===== src/rtl/iq_pkg.sv =====
package iq_pkg;
  localparam int TAG_W = 6;
  localparam int AL_W  = 5;
  localparam int CLS_W = 2;

  typedef enum logic [CLS_W-1:0] {
    CLS_ALU = 2'b00,
    CLS_SHB = 2'b01,
    CLS_MDV = 2'b10
  } op_cls_e;

  typedef struct packed {
    logic [TAG_W-1:0] src0;
    logic [TAG_W-1:0] src1;
    logic [TAG_W-1:0] dst;
    op_cls_e          cls;
    logic [AL_W-1:0]  atag;
  } iq_payload_t;
endpackage


===== src/rtl/iq_pick.sv =====
module iq_pick #(
  parameter  int N  = 16,
  localparam int IW = $clog2(N)
) (
  input  logic [N-1:0]  req,
  output logic          found,
  output logic [IW-1:0] idx
);
  always_comb begin
    found = 1'b0;
    idx   = '0;
    for (int i = N - 1; i >= 0; i--) begin
      if (req[i]) begin
        found = 1'b1;
        idx   = IW'(i);
      end
    end
  end
endmodule


===== src/rtl/iq_slot.sv =====
module iq_slot
  import iq_pkg::*;
#(
  parameter int NWB = 2
) (
  input  logic                      clk,
  input  logic                      rst_n,
  input  logic                      flush,
  input  logic                      wr_en,
  input  iq_payload_t               wr_pl,
  input  logic                      wr_busy0,
  input  logic                      wr_busy1,
  input  logic [NWB-1:0]            wb_vld,
  input  logic [NWB-1:0][TAG_W-1:0] wb_tag,
  input  logic                      clr,
  output logic                      vld,
  output iq_payload_t               pl,
  output logic                      rdy0,
  output logic                      rdy1
);
  logic hit0, hit1, nhit0, nhit1;

  always_comb begin
    hit0  = 1'b0;
    hit1  = 1'b0;
    nhit0 = 1'b0;
    nhit1 = 1'b0;
    for (int w = 0; w < NWB; w++) begin
      if (wb_vld[w] && wb_tag[w] == pl.src0)    hit0  = 1'b1;
      if (wb_vld[w] && wb_tag[w] == pl.src1)    hit1  = 1'b1;
      if (wb_vld[w] && wb_tag[w] == wr_pl.src0) nhit0 = 1'b1;
      if (wb_vld[w] && wb_tag[w] == wr_pl.src1) nhit1 = 1'b1;
    end
  end

  always_ff @(posedge clk) begin
    if (!rst_n || flush) begin
      vld  <= 1'b0;
      rdy0 <= 1'b0;
      rdy1 <= 1'b0;
      pl   <= '0;
    end else if (clr) begin
      vld  <= 1'b0;
      rdy0 <= 1'b0;
      rdy1 <= 1'b0;
    end else if (wr_en) begin
      vld  <= 1'b1;
      pl   <= wr_pl;
      rdy0 <= !wr_busy0 || nhit0;
      rdy1 <= !wr_busy1 || nhit1;
    end else if (vld) begin
      rdy0 <= rdy0 || hit0;
      rdy1 <= rdy1 || hit1;
    end
  end

  AST_NO_OVERWRITE: assert property (@(posedge clk) disable iff (!rst_n)
    wr_en |-> !vld);
  AST_SLOT_FREED: assert property (@(posedge clk) disable iff (!rst_n)
    (clr && !flush) |=> !vld);
  AST_WAKE0: assert property (@(posedge clk) disable iff (!rst_n)
    (vld && hit0 && !clr && !flush) |=> rdy0);
  AST_WAKE1: assert property (@(posedge clk) disable iff (!rst_n)
    (vld && hit1 && !clr && !flush) |=> rdy1);
  AST_WAKE_AT_WRITE: assert property (@(posedge clk) disable iff (!rst_n)
    (wr_en && !flush && nhit0 && nhit1) |=> (rdy0 && rdy1));
endmodule


===== src/rtl/int_issue_queue.sv =====
module int_issue_queue
  import iq_pkg::*;
#(
  parameter  int DEPTH = 16,
  localparam int IW    = $clog2(DEPTH),
  localparam int NWB   = 2
) (
  input  logic             clk,
  input  logic             rst_n,
  input  logic             flush,
  input  logic             disp_valid,
  output logic             disp_ready,
  input  logic [TAG_W-1:0] disp_src0,
  input  logic [TAG_W-1:0] disp_src1,
  input  logic             disp_src0_busy,
  input  logic             disp_src1_busy,
  input  logic [TAG_W-1:0] disp_dst,
  input  logic [CLS_W-1:0] disp_cls,
  input  logic [AL_W-1:0]  disp_atag,
  input  logic             wb0_valid,
  input  logic [TAG_W-1:0] wb0_tag,
  input  logic             wb1_valid,
  input  logic [TAG_W-1:0] wb1_tag,
  output logic             iss0_valid,
  input  logic             iss0_ready,
  output logic [TAG_W-1:0] iss0_src0,
  output logic [TAG_W-1:0] iss0_src1,
  output logic [TAG_W-1:0] iss0_dst,
  output logic [CLS_W-1:0] iss0_cls,
  output logic [AL_W-1:0]  iss0_atag,
  output logic             iss1_valid,
  input  logic             iss1_ready,
  output logic [TAG_W-1:0] iss1_src0,
  output logic [TAG_W-1:0] iss1_src1,
  output logic [TAG_W-1:0] iss1_dst,
  output logic [CLS_W-1:0] iss1_cls,
  output logic [AL_W-1:0]  iss1_atag
);
  logic [DEPTH-1:0]          s_vld, s_rdy0, s_rdy1, s_wr, s_clr;
  iq_payload_t               s_pl [DEPTH];
  logic [DEPTH-1:0]          elig0, elig1, elig1_m;
  logic [NWB-1:0]            wb_vld;
  logic [NWB-1:0][TAG_W-1:0] wb_tag;
  iq_payload_t               new_pl;
  logic                      free_found, f0, f1;
  logic [IW-1:0]             free_idx, idx0, idx1;
  iq_payload_t               pl0, pl1;

  assign wb_vld = {wb1_valid, wb0_valid};
  assign wb_tag = {wb1_tag, wb0_tag};

  always_comb begin
    new_pl.src0 = disp_src0;
    new_pl.src1 = disp_src1;
    new_pl.dst  = disp_dst;
    new_pl.cls  = op_cls_e'(disp_cls);
    new_pl.atag = disp_atag;
  end

  iq_pick #(.N(DEPTH)) u_free (.req(~s_vld), .found(free_found), .idx(free_idx));

  assign disp_ready = free_found && !flush;

  for (genvar g = 0; g < DEPTH; g++) begin : g_slot
    assign s_wr[g] = disp_valid && disp_ready && (free_idx == IW'(g));
    assign s_clr[g] = (iss0_valid && iss0_ready && idx0 == IW'(g)) ||
                      (iss1_valid && iss1_ready && idx1 == IW'(g));
    assign elig0[g] = s_vld[g] && s_rdy0[g] && s_rdy1[g] && (s_pl[g].cls != CLS_MDV);
    assign elig1[g] = s_vld[g] && s_rdy0[g] && s_rdy1[g] && (s_pl[g].cls != CLS_SHB);

    iq_slot #(.NWB(NWB)) u_slot (
      .clk     (clk),
      .rst_n   (rst_n),
      .flush   (flush),
      .wr_en   (s_wr[g]),
      .wr_pl   (new_pl),
      .wr_busy0(disp_src0_busy),
      .wr_busy1(disp_src1_busy),
      .wb_vld  (wb_vld),
      .wb_tag  (wb_tag),
      .clr     (s_clr[g]),
      .vld     (s_vld[g]),
      .pl      (s_pl[g]),
      .rdy0    (s_rdy0[g]),
      .rdy1    (s_rdy1[g])
    );
  end

  iq_pick #(.N(DEPTH)) u_pick0 (.req(elig0), .found(f0), .idx(idx0));

  assign elig1_m = elig1 & ~({{(DEPTH-1){1'b0}}, f0} << idx0);

  iq_pick #(.N(DEPTH)) u_pick1 (.req(elig1_m), .found(f1), .idx(idx1));

  assign pl0 = s_pl[idx0];
  assign pl1 = s_pl[idx1];

  assign iss0_valid = f0 && !flush;
  assign iss0_src0  = pl0.src0;
  assign iss0_src1  = pl0.src1;
  assign iss0_dst   = pl0.dst;
  assign iss0_cls   = pl0.cls;
  assign iss0_atag  = pl0.atag;

  assign iss1_valid = f1 && !flush;
  assign iss1_src0  = pl1.src0;
  assign iss1_src1  = pl1.src1;
  assign iss1_dst   = pl1.dst;
  assign iss1_cls   = pl1.cls;
  assign iss1_atag  = pl1.atag;

  AST_FULL_BLOCKS: assert property (@(posedge clk) disable iff (!rst_n)
    (&s_vld) |-> !disp_ready);
  AST_DISTINCT_PICK: assert property (@(posedge clk) disable iff (!rst_n)
    (iss0_valid && iss1_valid) |-> (idx0 != idx1));
  AST_ROUTE_P0: assert property (@(posedge clk) disable iff (!rst_n)
    iss0_valid |-> (iss0_cls != CLS_MDV));
  AST_ROUTE_P1: assert property (@(posedge clk) disable iff (!rst_n)
    iss1_valid |-> (iss1_cls != CLS_SHB));
  AST_ISSUE_READY: assert property (@(posedge clk) disable iff (!rst_n)
    iss0_valid |-> (s_vld[idx0] && s_rdy0[idx0] && s_rdy1[idx0]));
  AST_FLUSH_EMPTY: assert property (@(posedge clk) disable iff (!rst_n)
    flush |=> (s_vld == '0));
  AST_ONE_WRITE: assert property (@(posedge clk) disable iff (!rst_n)
    $onehot0(s_wr));
endmodule


===== config.mk =====
export PLATFORM = sky130hd
export DESIGN_NAME = int_issue_queue
export DESIGN_NICKNAME = d
export VERILOG_FILES = /design/src/rtl/iq_pkg.sv /design/src/rtl/iq_pick.sv /design/src/rtl/iq_slot.sv /design/src/rtl/int_issue_queue.sv
export SDC_FILE = /design/constraint.sdc
export NUM_CORES = 2
export LEC_CHECK = 0
export BUFFER_PORTS_ARGS = -buffer_cell sky130_fd_sc_hd__buf_2
export CORE_ASPECT_RATIO = 1.75
export CORE_MARGIN = 1.5
export CORE_UTILIZATION = 45
export DETAILED_ROUTE_END_ITERATION = 6
export GPL_TIMING_DRIVEN = 0
export PLACE_DENSITY = 0.58
export SYNTH_ARGS = -nofsm -noshare
export SYNTH_HDL_FRONTEND = slang
export SYNTH_HIERARCHICAL = 1
export SYNTH_SLANG_ARGS = --single-unit

===== constraint.sdc =====
create_clock -name clk -period 6.83 [get_ports clk]
set_clock_uncertainty 0.2 [all_clocks]
set_input_delay 0.3415 -clock clk [delete_from_list [all_inputs] [get_ports clk]]
set_output_delay 0.3415 -clock clk [all_outputs]
set_load 0.03 [all_outputs]

=== Word level (Yosys, flattened, before mapping) ===
Cells that the tools add are included.

* Bits in registers: 448
* Word-level logic and storage cells: 823
* Output and inout port bits: 53

* Muxes and demuxes: 234
* Equal/unequal tests: 145
* Shift-type cells: 1
* Bitwise gates (word level): 21
* Reductions and logical operators: 292
* $lt $le $gt $ge: 2

{| class="wikitable"
|+ Operator list
! operator !! number
|-
| $eq 6x6->1 || 68
|-
| $bmux 25 s4 || 2
|-
| $mux 4 || 48
|-
| $logic_and 1x1->1 || 186
|-
| $mux 1 || 180
|-
| $mux 25 || 4
|-
| $eq 4x4->1 const B || 24
|-
| $logic_or 1x1->1 || 51
|-
| $eq 4x3->1 const B || 12
|-
| $ne 2x1->1 const B || 16
|-
| $ne 2x2->1 const B || 16
|-
| $not 16->16 || 2
|-
| $reduce_and 2->1 || 16
|-
| $reduce_bool 2->1 || 16
|-
| $reduce_or 2->1 || 16
|-
| $eq 4x2->1 const B || 6
|-
| $and 16x16->16 || 1
|-
| $not 1->1 || 16
|-
| $shl 1x4->16 || 1
|-
| $eq 4x1->1 const B || 3
|-
| $logic_not 4->1 || 3
|-
| $ge 5x5->1 const B || 2
|-
| $not 4->5 || 2
|-
| $logic_not 1->1 || 4
|}

=== Logic depth before layout (Yosys ltp) ===
* Depth after elaboration: 44
* Gate-level depth with buffers: 24

=== Hierarchy ===
The synthesis kept the hierarchy.

{| class="wikitable"
|+ Modules (own cells, without submodules)
! module !! area an instance (sq um) !! seq. area each (sq um) !! cells each !! times used
|-
| iq_slot || 1667.8 || 560.5 || 200 || 16
|-
| int_issue_queue || 6737.7 || 0.0 || 590 || 1
|-
| iq_pick || 178.9 || 0.0 || 33 || 3
|}

=== Worst setup path after synthesis ===
Ideal clock, no wire load.

* Path type: reg-to-reg
* Start point: register g_slot[13].u_slot.vld
* End point: register g_slot[0].u_slot/pl[14] (netlist name)
* Required time: 6.560 ns
* Setup slack: 1.969 ns
* Path buffers: 7
* Arrival time: 4.591 ns
* Cell stages (with the launch flop): 24
* Cell sequence: dfxtp_1 nand3_1 a21oi_1 a21oi_1 o311a_2 o22ai_1 buf_4 clkbuf_1 and3b_1 a221oi_1 inv_1 a21oi_1 o311a_2 o22ai_1 buf_6 buf_6 buf_6 or3_1 o22ai_1 nand2b_1 buf_2 buf_2 nand2_1 a21oi_1

* Elaborated cells between the ends (all ways): 111

{| class="wikitable"
|+ RTL lines
! item !! line !! text
|-
| start: declaration || iq_slot.sv:16 || <nowiki>output logic vld,</nowiki>
|-
| start signal: assignment || iq_slot.sv:38 || <nowiki>vld <= 1'b0;</nowiki>
|-
| start signal: assignment || iq_slot.sv:43 || <nowiki>vld <= 1'b0;</nowiki>
|-
| start signal: assignment || iq_slot.sv:47 || <nowiki>vld <= 1'b1;</nowiki>
|-
| $logic_and 1x1->1 (3 in series) || int_issue_queue.sv:68 || <nowiki>assign elig0[g] = s_vld[g] && s_rdy0[g] && s_rdy1[g] && (s_pl[g].cls != CLS_MDV);</nowiki>
|-
| named net elig0[13] || int_issue_queue.sv:41 || <nowiki>logic [DEPTH-1:0] elig0, elig1, elig1_m;</nowiki>
|-
| $mux 4 (14 in series) || iq_pick.sv:13 || <nowiki>if (req[i]) begin</nowiki>
|-
| named net idx0[0] || int_issue_queue.sv:46 || <nowiki>logic [IW-1:0] free_idx, idx0, idx1;</nowiki>
|-
| $shl 1x4->16 || int_issue_queue.sv:91 || <nowiki>assign elig1_m = elig1 & ~({{(DEPTH-1){1'b0}}, f0} << idx0);</nowiki>
|-
| $not 16->16 || int_issue_queue.sv:91 ||
|-
| $and 16x16->16 || int_issue_queue.sv:91 ||
|-
| named net elig1_m[10] || int_issue_queue.sv:41 ||
|-
| $mux 4 (11 in series) || iq_pick.sv:13 ||
|-
| named net idx1[0] || int_issue_queue.sv:46 ||
|-
| $logic_not 4->1 || int_issue_queue.sv:67 || <nowiki>(iss1_valid && iss1_ready && idx1 == IW'(g));</nowiki>
|-
| $logic_and 1x1->1 || int_issue_queue.sv:67 ||
|-
| $logic_or 1x1->1 || int_issue_queue.sv:66 || <nowiki>assign s_clr[g] = (iss0_valid && iss0_ready && idx0 == IW'(g)) ||</nowiki>
|-
| named net s_clr[0] || int_issue_queue.sv:39 || <nowiki>logic [DEPTH-1:0] s_vld, s_rdy0, s_rdy1, s_wr, s_clr;</nowiki>
|-
| $not 1->1 (no line) || n/a ||
|-
| $reduce_and 2->1 (no line) || n/a ||
|-
| end signal: assignment || iq_slot.sv:48 || <nowiki>pl <= wr_pl;</nowiki>
|-
| end: declaration || iq_slot.sv:17 || <nowiki>output iq_payload_t pl,</nowiki>
|}

The timed path passes the listed nets, and every way through them passes these cells.
A chain may end at the register's enable or synchronous reset.

=== Worst setup path after layout ===
* Start point: register g_slot[3].u_slot.vld
* End point: output iss1_src0[3]

* Elaborated cells between the ends (all ways): 35

{| class="wikitable"
|+ RTL lines
! item !! line !! text
|-
| start: declaration || iq_slot.sv:16 ||
|-
| start signal: assignment || iq_slot.sv:38 ||
|-
| start signal: assignment || iq_slot.sv:43 ||
|-
| start signal: assignment || iq_slot.sv:47 ||
|-
| $logic_and 1x1->1 (3 in series) || int_issue_queue.sv:68 ||
|-
| named net elig0[3] || int_issue_queue.sv:41 ||
|-
| $mux 4 (4 in series) || iq_pick.sv:13 ||
|-
| named net idx0[1] || int_issue_queue.sv:46 ||
|-
| $shl 1x4->16 || int_issue_queue.sv:91 ||
|-
| $not 16->16 || int_issue_queue.sv:91 ||
|-
| $and 16x16->16 || int_issue_queue.sv:91 ||
|-
| named net elig1_m[13] || int_issue_queue.sv:41 ||
|-
| $mux 4 (14 in series) || iq_pick.sv:13 ||
|-
| named net idx1[0] || int_issue_queue.sv:46 ||
|-
| $not 4->5 (implied by the code) || int_issue_queue.sv:96 || <nowiki>assign pl1 = s_pl[idx1];</nowiki>
|-
| $bmux 25 s4 || int_issue_queue.sv:96 ||
|-
| $mux 25 (implied by the code) (2 in series) || int_issue_queue.sv:96 ||
|-
| end: declaration || int_issue_queue.sv:33 || <nowiki>output logic [TAG_W-1:0] iss1_src0,</nowiki>
|}

The timed path passes the listed nets, and every way through them passes these cells. The select of a mux whose other input is x is not followed.

==> flow_metrics.env <==
export IMPL_status="complete, but fails checks"
export IMPL_violations="setup timing"
export IMPL_startpoint="g_slot[3].u_slot/vld"
export IMPL_tritoncts="yes"
export IMPL_avgSynthCellArea_um2=8.73
export IMPL_final_nets=4110
export IMPL_antenna_found_initial=4
export IMPL_worstReg2RegEnd="g_slot[13].u_slot/pl[24]"
export IMPL_grtUsageMet2_pct=66.1
export IMPL_setup_viol=2
export IMPL_drive_gt1_share_pct=20.7
export IMPL_p_sw_mw=1.81
export IMPL_overflow=0
export IMPL_slew_headroom_pct=11.4
export IMPL_initial_utilization_pct=45.4
export IMPL_synthXorXnorAreaFrac_pct=20.2
export IMPL_fillerInstances=7265
export IMPL_p_leak_nw=11.5
export IMPL_pwr_share_seq_pct=41.5
export IMPL_post_cts_buffers=0
export IMPL_synth_cells=3889
export IMPL_finalNonFillerCells=5048
export IMPL_die_w_um=211
export IMPL_dr_pass1_iters=6
export IMPL_fmax_mhz=146
export IMPL_clock_sinks=448
export IMPL_synth_mux_area_share_pct=13.3
export IMPL_rsz0062_at_grt="no"
export IMPL_grtUsageTotal_pct=39.7
export IMPL_dpl_hpwl_mm=112
export IMPL_grt_met1_usage_pct=40.8
export IMPL_synth_simple_area_share_pct=20.6
export IMPL_path_class="register to output pin"
export IMPL_r2r_slack_ns=0.07
export IMPL_hp_start="disp_src0[0]"
export IMPL_fin_crit_sh_pct=100
export IMPL_syn_cell_area_um2=34000
export IMPL_worst_slack_ns=-0.0285
export IMPL_syn2layout_area_growth_pct=12.2
export IMPL_synth_adder_area_share_pct=0
export IMPL_maxCapViolations=0
export IMPL_required_ns=6.29
export IMPL_clk_pin_slew_ns=0.07
export IMPL_ys_seq_elements=448
export IMPL_setup_tns_ns=-0.0459
export IMPL_top_usage_layer="met2"
export IMPL_worstHoldEndpoint="g_slot[0].u_slot/pl[19]"
export IMPL_yosys_area_top_type="dfxtp_1"
export IMPL_detail_route_wl_per_cell_um=30.5
export IMPL_power_total_mw=6.32
export IMPL_end_kind="output pin"
export IMPL_critPathMaxStageDelay_ns=0.58
export IMPL_wirelength_mm=154
export IMPL_p_int_mw=4.51
export IMPL_report_final_slew_viol_count=0
export IMPL_clockBufferDepth=3
export IMPL_p_clk_share_pct=44.0
export IMPL_synth_compound_area_share_pct=10.8
export IMPL_p_sw_share_pct=28.6
export IMPL_drc=0
export IMPL_detail_route_iter0_violations=2643
export IMPL_via_per_inst=6.23
export IMPL_htree_levels=2
export IMPL_period_needed_ns=6.86
export IMPL_design_area_um2=38100
export IMPL_ys_seq_area_share_pct=26.4
export IMPL_synth_fp_nets=3936
export IMPL_tightest_slew_ns=1.32
export IMPL_ios=100
export IMPL_path_max_fanout=10
export IMPL_worstPathArrival_ns=6.32
export IMPL_place_inst=4940
export IMPL_combPwrFrac_pct=14.6
export IMPL_path_common_cell="buf_6"
export IMPL_grt_first_pass_wirelength_mm=220
export IMPL_reg2reg_from="g_slot[3].u_slot/vld"
export IMPL_yosysTopAreaCellShare_pct=26.4
export IMPL_synth_cell_types=36
export IMPL_hold_viol=0
export IMPL_placed_area_um2=36100
export IMPL_crit_path_start_kind="register"
export IMPL_cpMaxStageDelayCell="mux4_2"
export IMPL_hold_path_class="primary input to register"
export IMPL_row_count=133
export IMPL_worstPathCellList="nand3_2, a21oi_1, nor2_1, o21ai_0, nand2_1, a31oi_1, buf_2, buf_4, and3b_1, a221oi_2, a21oi_1, o311a_2, o22ai_1, buf_6, buf_6, buf_6, mux4_2, a22oi_1, nand2_1, buf_2"
export IMPL_vias=31443
export IMPL_cts_root_buffer="clkbuf_16"
export IMPL_hold_depth=3
export IMPL_ir_drop_v=0.000167
export IMPL_core_area_um2=74900
export IMPL_synth_top_family_by_area="simple AND/OR/NAND/NOR gates"
export IMPL_grt_pass1_vias=31071
export IMPL_grt_max_degree=65
export IMPL_ant_nets=0
export IMPL_synth_area_leaders="dfxtp_1 (26%), xnor2_1 (15%), mux4_2 (13%)"
export IMPL_dieArea_um2=77200
export IMPL_rr_worst_depth=23
export IMPL_clock_latency_ns=0.65
export IMPL_p_per_area_nw_per_um2=166
export IMPL_ys_warn_count=6
export IMPL_met3_usage_pct=8.83
export IMPL_die_h_um=366
export IMPL_numCtsBuffers=48
export IMPL_place_congestion=1.03
export IMPL_io_buffer_count=90
==> power groups by stage <==
stage	Sequential (mW)	Clock [mW]	Combinational, mW
after floorplan	2.68	0	0.558
after global placement	2.68	0	0.865
after detailed placement	2.68	0	0.899
after CTS	2.62	2.79	0.910
after global routing	2.62	2.89	0.970
final	2.62	2.78	0.920
==> cells by family (layout without fill, tap and decap cells) <==
group	count (synthesis)	after routing
AO/OA/AOI/OAI	639	639
XOR/XNOR	768	768
buffers and inverters	416	628
flip-flops	448	448
multiplexers	200	200
other	0	2
AND/OR/NAND/NOR	1418	1418
==> layout by cell type (no fill, tap or decap), types with 14 or more instances in the layout <==
| cell | netlist | routed |
|---|---|---|
| dlygate4sd3_1 | 0 | 20 |
| nor2b_1 | 26 | 26 |
| inv_1 | 57 | 57 |
| mux4_2 | 200 | 200 |
| xor2_2 | 16 | 16 |
| a21oi_1 | 428 | 421 |
| nand4_1 | 133 | 133 |
| nand3_1 | 84 | 75 |
| clkbuf_1 | 66 | 54 |
| nor3_1 | 58 | 58 |
| clkbuf_16 | 0 | 48 |
| o22ai_1 | 51 | 46 |
| a22oi_1 | 100 | 99 |
| xor2_1 | 176 | 176 |
| a211oi_1 | 32 | 32 |
| buf_4 | 33 | 54 |
| buf_2 | 102 | 171 |
| nor4_2 | 102 | 102 |
| buf_16 | 0 | 14 |
| nand2b_1 | 38 | 38 |
| nor2_1 | 51 | 51 |
| nand2_1 | 900 | 900 |
| dfxtp_1 | 448 | 447 |
| buf_6 | 155 | 155 |
| xnor2_1 | 576 | 576 |
==> flip-flops by register name (all words and copies together), names as in the netlist <==
signal,flops
g_slot.u_slot/vld,16
g_slot.u_slot/pl,400
g_slot.u_slot/rdy1,16
g_slot.u_slot/rdy0,16
==> per-layer routing <==
metal,vias up,part of all wire [%]
met5,-,0.046
met4,6,12
met3,714,8.1
met2,1691,48
met1,15197,33
li1,13835,-
==> worst max-delay path: cells and delay by family, from the launching register on <==
kind            cells  cell delay (ns)
mux                 1             0.58
flops               1             0.43
buf+inv             6             1.45
compound gates      8             2.02
simple gates        5             1.17
==> worst max path at each step <==
stage                                    to  slack, ns  depth (start not counted)
CTS                            iss1_src0[0]       0.02                         20
floorplan           g_slot[0].u_slot/pl[14]       1.97                         23
detailed placement             iss1_atag[0]      -0.78                         19
global placement    g_slot[5].u_slot/pl[18]      -0.71                         20
finish                         iss1_src0[3]      -0.03                         20
global route                   iss1_src0[4]       0.03                         19
==> Yosys cell counts (all sizes together) <==
| master | count |
|---|---|
| nand3 | 84 |
| xor2 | 192 |
| nor3 | 58 |
| o22ai | 51 |
| a21oi | 428 |
| nor2 | 51 |
| nand2b | 38 |
| and2 | 2 |
| nor3b | 4 |
| nand2 | 900 |
| a31oi | 3 |
| inv | 57 |
| or3b | 5 |
| a211oi | 32 |
| dfxtp | 448 |
| and3b | 3 |
| nand3b | 4 |
| or2 | 2 |
| mux4 | 200 |
| nand4 | 133 |
| clkbuf | 66 |
| and3 | 4 |
| nor4 | 102 |
| or3 | 2 |
| o311a | 3 |
| xnor2 | 576 |
| o31ai | 3 |
| o21ai | 3 |
| nor2b | 26 |
| buf | 293 |
| a22oi | 100 |
| a221oi | 16 |
==> metrics by stage <==
step | setup WS, ns | utilization (%) | hold WS, ns
finish | -0.0285 | 50.9 | 0.00876
global route | 0.0258 | 50.9 | 0.0146
CTS | 0.0230 | 50.7 | 0.00561
detailed placement | -0.782 | 48.2 | 0.257
global placement | -0.707 | 47.5 | 0.249
floorplan | 1.97 | - | 0.243
==> layout make-up <==
cell class | count | area (um^2) | share of cell area, %
sequential | 448 | 8970 | 23.5
buffer | 357 | 2790 | 7.33
antenna | 2 | 5.00 | 0.0131
tap | 945 | 1180 | 3.10
clock buffer | 61 | 1340 | 3.52
timing repair buffer | 126 | 1120 | 2.94
inverter | 57 | 214 | 0.562
clock inverter | 27 | 277 | 0.726
multi-input combinational | 3025 | 22200 | 58.3
==> what timing repair did <==
action / CTS / global route
hold endpoints to repair: 213 / 0
gates resized for setup: 32 / 34
endpoints found under the setup margin: 412 / 271
hold buffers: 20 / 0
Power figures use the tool's default switching activity.
